`src/rtl/rs_pkg.sv`:
```
package rs_pkg;

    typedef enum logic {
        RND_BIASED = 1'b0,
        RND_EVEN   = 1'b1
    } round_mode_e;

endpackage

```
`src/rtl/rs_round_core.sv`:
```
module rs_round_core #(
    parameter int                  KEEP_W = 4,
    parameter int                  DROP_W = 2,
    parameter rs_pkg::round_mode_e MODE   = rs_pkg::RND_EVEN
) (
    input  logic [KEEP_W-1:0] kept,
    input  logic [DROP_W-1:0] frac,
    input  logic              is_signed,
    output logic [KEEP_W:0]   rounded
);

    logic half_bit;
    logic below_half;
    logic tie;
    logic bump;
    logic [KEEP_W:0] kept_ext;

    assign half_bit = frac[DROP_W-1];

    generate
        if (DROP_W == 1) begin : g_one_drop
            assign below_half = 1'b0;
        end else begin : g_multi_drop
            assign below_half = |frac[DROP_W-2:0];
        end
    endgenerate

    assign tie = half_bit & ~below_half;

    generate
        if (MODE == rs_pkg::RND_EVEN) begin : g_even
            assign bump = half_bit & ~(tie & ~kept[0]);
        end else begin : g_biased
            assign bump = half_bit;
        end
    endgenerate

    // one extra bit so the increment can never wrap
    assign kept_ext = {is_signed & kept[KEEP_W-1], kept};
    assign rounded  = kept_ext + {{KEEP_W{1'b0}}, bump};

endmodule

```
`src/rtl/rs_sat_clamp.sv`:
```
module rs_sat_clamp #(
    parameter int W_IN  = 5,
    parameter int OUT_W = 4
) (
    input  logic [W_IN-1:0]  val,
    input  logic             is_signed,
    output logic [OUT_W-1:0] res,
    output logic             clamped
);

    localparam int S_TOP = W_IN - OUT_W + 1;
    localparam int U_TOP = W_IN - OUT_W;

    logic [S_TOP-1:0] s_head;
    logic [U_TOP-1:0] u_head;
    logic             s_fits;
    logic             u_fits;

    assign s_head = val[W_IN-1:OUT_W-1];
    assign u_head = val[W_IN-1:OUT_W];
    assign s_fits = (&s_head) | ~(|s_head);
    assign u_fits = ~(|u_head);

    always_comb begin
        res     = val[OUT_W-1:0];
        clamped = 1'b0;
        if (is_signed) begin
            if (!s_fits) begin
                clamped = 1'b1;
                res     = val[W_IN-1] ? {1'b1, {(OUT_W-1){1'b0}}}
                                      : {1'b0, {(OUT_W-1){1'b1}}};
            end
        end else if (!u_fits) begin
            clamped = 1'b1;
            res     = {OUT_W{1'b1}};
        end
    end

endmodule

```
`src/rtl/rsat_stage.sv`:
```
module rsat_stage #(
    parameter int                  IN_W   = 6,
    parameter int                  DROP_W = 2,
    parameter int                  OUT_W  = 4,
    parameter rs_pkg::round_mode_e MODE   = rs_pkg::RND_EVEN
) (
    input  logic             clk,
    input  logic             rst_n,
    input  logic             in_valid,
    input  logic             is_signed,
    input  logic [IN_W-1:0]  din,
    output logic             out_valid,
    output logic [OUT_W-1:0] dout,
    output logic             sat
);

    localparam int KEEP_W = IN_W - DROP_W;

    typedef struct packed {
        logic             vld;
        logic             sat;
        logic [OUT_W-1:0] data;
    } stage_t;

    stage_t stage_d;
    stage_t stage_q;

    logic [KEEP_W:0]   rounded;
    logic [OUT_W-1:0]  clamp_res;
    logic              clamp_hit;

    rs_round_core #(
        .KEEP_W (KEEP_W),
        .DROP_W (DROP_W),
        .MODE   (MODE)
    ) u_round (
        .kept      (din[IN_W-1:DROP_W]),
        .frac      (din[DROP_W-1:0]),
        .is_signed (is_signed),
        .rounded   (rounded)
    );

    rs_sat_clamp #(
        .W_IN  (KEEP_W + 1),
        .OUT_W (OUT_W)
    ) u_clamp (
        .val       (rounded),
        .is_signed (is_signed),
        .res       (clamp_res),
        .clamped   (clamp_hit)
    );

    always_comb begin
        stage_d     = stage_q;
        stage_d.vld = in_valid;
        stage_d.sat = 1'b0;
        if (in_valid) begin
            stage_d.data = clamp_res;
            stage_d.sat  = clamp_hit;
        end
    end

    always_ff @(posedge clk or negedge rst_n) begin
        if (!rst_n) begin
            stage_q <= '0;
        end else begin
            stage_q <= stage_d;
        end
    end

    assign out_valid = stage_q.vld;
    assign dout      = stage_q.data;
    assign sat       = stage_q.sat;

endmodule

```
`config.mk`:
```
export PLATFORM = sky130hd
export DESIGN_NAME = rsat_stage
export DESIGN_NICKNAME = d
export VERILOG_FILES = /design/src/rtl/rs_pkg.sv /design/src/rtl/rs_round_core.sv /design/src/rtl/rs_sat_clamp.sv /design/src/rtl/rsat_stage.sv
export SDC_FILE = /design/constraint.sdc
export NUM_CORES = 1
export LEC_CHECK = 0
export BUFFER_PORTS_ARGS = -buffer_cell sky130_fd_sc_hd__buf_4
export CORE_AREA = 8 8 45 47
export CTS_CLUSTER_DIAMETER = 40
export DETAILED_ROUTE_END_ITERATION = 10
export DIE_AREA = 0 0 53 55
export GPL_TIMING_DRIVEN = 1
export PLACE_DENSITY = 0.47
export SLEW_MARGIN = 20
export SYNTH_ARGS = -nofsm -noshare
export SYNTH_HDL_FRONTEND = slang
export SYNTH_SLANG_ARGS = --single-unit
```
`constraint.sdc`:
```
create_clock -name clk -period 1.2 [get_ports clk]
set_input_delay 0.12 -clock clk [delete_from_list [all_inputs] [get_ports clk]]
set_output_delay 0.12 -clock clk [all_outputs]
set_load 0.03 [all_outputs]
```
Yosys cells after proc, flatten, opt, wreduce, memory -nomap -nowiden
Index checks and enable logic that the tools add are counted.
- output and inout bits: 6
- register bits: 6
- word-level logic and storage cells: 23
- $add $sub $neg: 1
- multiplexer cells: 8
- bitwise logic cells: 9
- reductions and logical operators: 2
- operator list (cell ; count):
    $mux W4 ; 4
    $add A5 B1 Y5 ; 1
    $mux W5 ; 1
    $and A1 B1 Y1 ; 4
    $not A1 Y1 ; 4
    $mux W1 ; 3
    $reduce_and A2 Y1 ; 1
    $reduce_or A2 Y1 ; 1
    $or A1 B1 Y1 ; 1

Longest topological paths before layout
- depth in word-level cells: 12
- depth in mapped cells: 9

By module
Synthesis repeated with hierarchy kept, for this count alone.
- cells, all modules: 39
- area total of the unflattened synthesis: 407.9 µm²
- by module, submodules not included (module ; area each (µm²) ; sequential area each (µm²) ; times used ; cells each):
    rsat_stage ; 202.7 ; 150.1 ; 1 ; 11
    rs_sat_clamp ; 122.6 ; 0.0 ; 1 ; 17
    rs_round_core ; 82.6 ; 0.0 ; 1 ; 11

Worst setup path after synthesis
Ideal clock, no wire load.
- path kind: in2reg
- start point: input port din[1]
- end point: register stage_q, in the netlist dout[0]
- required time: 1.079 ns
- setup slack: -0.379 ns
- buffers on the path: 0
- arrival time: 1.458 ns
- stages on the path: 9
- setup time: 0.121 ns
- cell sequence: and2_1 -> ha_1 -> nand2_1 -> xnor2_1 -> nand2_1 -> ha_1 -> mux2i_1 -> o21ai_2 -> o22a_1
- longest elaborated chain between the ends: 10
- elaborated cells on any way between the ends: 13
- RTL lines (what ; line ; text):
    start: declaration ; rsat_stage.sv:11 ; input logic [IN_W-1:0] din,
    $and A1 B1 Y1 ; rs_round_core.sv:28 ; assign tie = half_bit & ~below_half;
    $and A1 B1 Y1 ; rs_round_core.sv:32 ; assign bump = half_bit & ~(tie & ~kept[0]);
    $not A1 Y1 ; rs_round_core.sv:32 ;
    $and A1 B1 Y1 (*) ; rs_round_core.sv:32 ;
    $add A5 B1 Y5 (*) ; rs_round_core.sv:40 ; assign rounded = kept_ext + {{KEEP_W{1'b0}}, bump};
    $reduce_or A2 Y1 ; rs_sat_clamp.sv:21 ; assign s_fits = (&s_head) | ~(|s_head);
    $not A1 Y1 ; rs_sat_clamp.sv:21 ;
    $or A1 B1 Y1 ; rs_sat_clamp.sv:21 ;
    $mux W4 ; rs_sat_clamp.sv:28 ; if (!s_fits) begin
    $mux W4 (*) ; rs_sat_clamp.sv:27 ; if (is_signed) begin
    end signal: assignment ; rsat_stage.sv:67 ; stage_q <= stage_d;
    end: declaration ; rsat_stage.sv:26 ; stage_t stage_q;
Mark *: on every way between the ends. The rest lies on a longest branch, timed or not.
A chain may end at the register's enable or synchronous reset.

Final worst setup path
- start point: input port din[2]
- end point: register stage_q, in the netlist dout[1]
- longest elaborated chain between the ends: 10
- elaborated cells on any way between the ends: 13
- RTL lines (what ; line):
    $not A1 Y1 ; rs_round_core.sv:32
    $and A1 B1 Y1 ; rs_round_core.sv:32
    $not A1 Y1 ; rs_round_core.sv:32
    $and A1 B1 Y1 ; rs_round_core.sv:32
    $add A5 B1 Y5 (*) ; rs_round_core.sv:40
    $reduce_or A2 Y1 ; rs_sat_clamp.sv:21
    $not A1 Y1 ; rs_sat_clamp.sv:21
    $or A1 B1 Y1 ; rs_sat_clamp.sv:21
    $mux W4 ; rs_sat_clamp.sv:28
    $mux W4 (*) ; rs_sat_clamp.sv:27
Marks and branches as above.

==> results.json <==
{
  "start_util_pct": 25.9,
  "clk_pin_slew_ns": 0.04,
  "min_delay_path_depth": 1,
  "relSlewSlack_pct": 82.7,
  "num_rows": 14,
  "synth_edf_count": 0,
  "drv_slew": 0,
  "core_um2": 1380,
  "rsz0062_at_grt": "yes",
  "worstPathRequired_ns": 1.32,
  "final.setup.worst_slack_ns": -0.128,
  "critical_path.max_fanout": 3,
  "p_per_area_nw_per_um2": 1070,
  "gr-total-overflow": 0,
  "ios": 16,
  "arrival_ns": 1.44,
  "yosys_register_bits": 6,
  "leakage_nw": 0.276,
  "first_pass_iters": 3,
  "dieArea_um2": 2920,
  "numCtsBuffers": 3,
  "place.gp.congestion": 0.671,
  "worst_pin_slew_ns": 0.259,
  "critical_path.cell_chain": "buf_6 > and2_4 > ha_4 > nand2_2 > xnor2_1 > nand2_1 > ha_4 > nand2_2 > and2_1 > o22a_1",
  "crit_type": "in -> reg",
  "drive_above_1_share_pct": 56.7,
  "ff2ff_setup_slack_ns": 0.49,
  "die_x_um": 53,
  "diodes": 0,
  "cp_num_buf_inv": 1,
  "clk_latency_ns": 0.24,
  "portBuffers": 15,
  "syn_area_um2": 358,
  "synth_most_common_cell": "dfrtp_1",
  "fin_crit_ns": 1.33,
  "syn_avg_cell_area_um2": 10.5,
  "cp_top_family": "simple AND/OR/NAND/NOR gates",
  "cp_slowest_stage_delay_ns": 0.29,
  "drt_iter0_markers": 8,
  "power.switching_uw": 201,
  "slowest_stage": "ha_4",
  "run_status": "finished, violations left",
  "yosysTopAreaCell": "dfrtp_1",
  "synth_common_cells": "dfrtp_1 (6), a21oi_1 (3), nand2_1 (3), o22a_1 (3)",
  "violations": "negative setup slack",
  "dp_cells": 71,
  "wl_mm": 1.01,
  "p_total_uw": 657,
  "vias": 354,
  "synthTopCellsByArea": "dfrtp_1 (42%), o22a_1 (7.3%), ha_1 (7.0%), xnor2_1 (4.9%), a21oi_1 (4.2%)",
  "netSwitchingFraction_pct": 30.6,
  "hold_slack_ns": 0.0591,
  "hp-class": "in -> reg",
  "cp-end-kind": "flop",
  "cts_root_buffer": "clkbuf_4",
  "synth_warnings": 0,
  "hold_end": "out_valid",
  "finalInstanceArea_um2": 616,
  "internal_power_uw": 456,
  "maxCapViolCount": 0,
  "grt_pass1_wl_mm": 1.74,
  "ir_worst_vdd_mv": 0.504,
  "cts_tree": "built",
  "area_growth_pct": 72.0,
  "dp_hpwl_um": 795,
  "clkPwrFrac_pct": 27.6,
  "ys_types": 18,
  "fmax_mhz": 753,
  "drc": 0,
  "finalSetupViolCount": 3,
  "start_kind": "input port",
  "grt_pass1_vias": 381,
  "seqPwrFrac_pct": 36.3,
  "yosysSeqAreaShare_pct": 42.0,
  "vias_per_cell": 4.66,
  "r2r-end": "dout[2]",
  "final_cells": 76,
  "synth_top_area_share_pct": 42.0,
  "postPlaceCellArea_um2": 564,
  "ys_async_sr_fraction_pct": 100,
  "cts-root-to-sink-buffers": 2,
  "clock_sinks": 6,
  "antenna_found_initial": 0,
  "die-height_um": 55,
  "synth.net_count": 46,
  "finClkSkew_ns": 0,
  "synthFlopType": "dfrtp_1",
  "nets": 74,
  "htreeDepth": 1,
  "grt_usage_pct": 8.40,
  "fin_crit_sh_pct": 111,
  "combinationalPowerShare_pct": 36.1,
  "r2r_cells": 1,
  "synth_cells": 34,
  "reg2reg_from": "dout[2]",
  "grt_max_degree": 9,
  "timing_hold_violations_final": 0,
  "drt-wirelength-per-cell_um": 13.3,
  "min_from": "in_valid",
  "antenna_left": 0
}
-- cells by family (layout without fill, tap and decap cells) --
family | count (synthesis) | count (layout) | synth area share, %
simple gates | 11 | 11 | 16.4
compound gates | 10 | 10 | 21.3
flops | 6 | 6 | 42.0
xor+xnor | 3 | 3 | 7.34
fa+ha+maj | 2 | 2 | 6.99
mux | 1 | 1 | 2.80
buf+inv | 1 | 27 | 3.15
-- layer usage --
metal	GRT usage [%]	vias to the layer above	part of all wire [%]
met4	5.17	0	0
met1	8.01	171	38
met2	14.1	9	54
li1	-	174	-
met5	0	-	0
met3	4.55	0	8.1
-- placed cells by master, fill, tap and decap left out --
| cell | instances |
|---|---|
| a21boi_0 | 1 |
| a21boi_2 | 2 |
| a21oi_1 | 3 |
| and2_1 | 1 |
| and2_4 | 1 |
| buf_4 | 21 |
| buf_6 | 2 |
| clkbuf_4 | 3 |
| dfrtp_1 | 6 |
| dlygate4sd3_1 | 1 |
| ha_4 | 2 |
| mux2i_1 | 1 |
| nand2_1 | 1 |
| nand2_2 | 2 |
| nand2b_1 | 1 |
| nand3_1 | 1 |
| nand3b_1 | 1 |
| nand4b_1 | 1 |
| nor2_1 | 2 |
| o21ai_2 | 1 |
| o22a_1 | 3 |
| xnor2_1 | 2 |
| xor2_1 | 1 |
-- worst max path at each step --
stage / startpoint / to / slack, ns / cells after the start
2_1_floorplan: din[1] / dout[1] / -0.23 / 9
3_3_place_gp: din[1] / dout[1] / -0.41 / 10
3_5_place_dp: din[1] / dout[1] / -0.43 / 10
4_1_cts: din[2] / dout[1] / -0.17 / 10
5_1_grt: din[2] / dout[1] / -0.21 / 10
6_report: din[2] / dout[1] / -0.13 / 10
-- state kept, by name (all words and copies together), names as in the netlist --
name       count
sat            1
out_valid      1
dout           4
-- power groups by stage --
stage | clock [mW] | combinational (mW) | sequential [mW]
floorplan | 0 | 0.0793 | 0.286
global placement | 0 | 0.227 | 0.240
detailed placement | 0 | 0.231 | 0.241
CTS | 0.194 | 0.238 | 0.239
global route | 0.211 | 0.259 | 0.242
finish | 0.181 | 0.237 | 0.239
-- area by class of cell --
cell class	instances	area, µm²
repair buffers	24	190
flip-flops and latches	6	150
well taps	16	20.0
clock buffers	3	22.5
multi-input cells	27	233
fillers	143	768
-- per-stage QoR --
stage	worst slack (ns)	utilization [%]	setup TNS, ns
floorplan	-0.234	-	-0.701
global placement	-0.409	40.8	-1.64
finish	-0.128	44.5	-0.341
detailed placement	-0.430	40.8	-1.68
global route	-0.208	44.5	-0.618
CTS	-0.167	43.9	-0.453
-- timing repair --
| action | 4_1_cts | 5_1_grt |
|---|---|---|
| buffers inserted | 0 | 1 |
| pin swaps | 11 | 6 |
| resized for setup | 3 | 0 |
| cloned | 0 | 0 |
| endpoints found under the setup margin | 4 | 4 |
| hold endpoints to repair | 6 | 0 |
| hold buffers | 1 | 0 |
(Power assumes the default switching activity.)
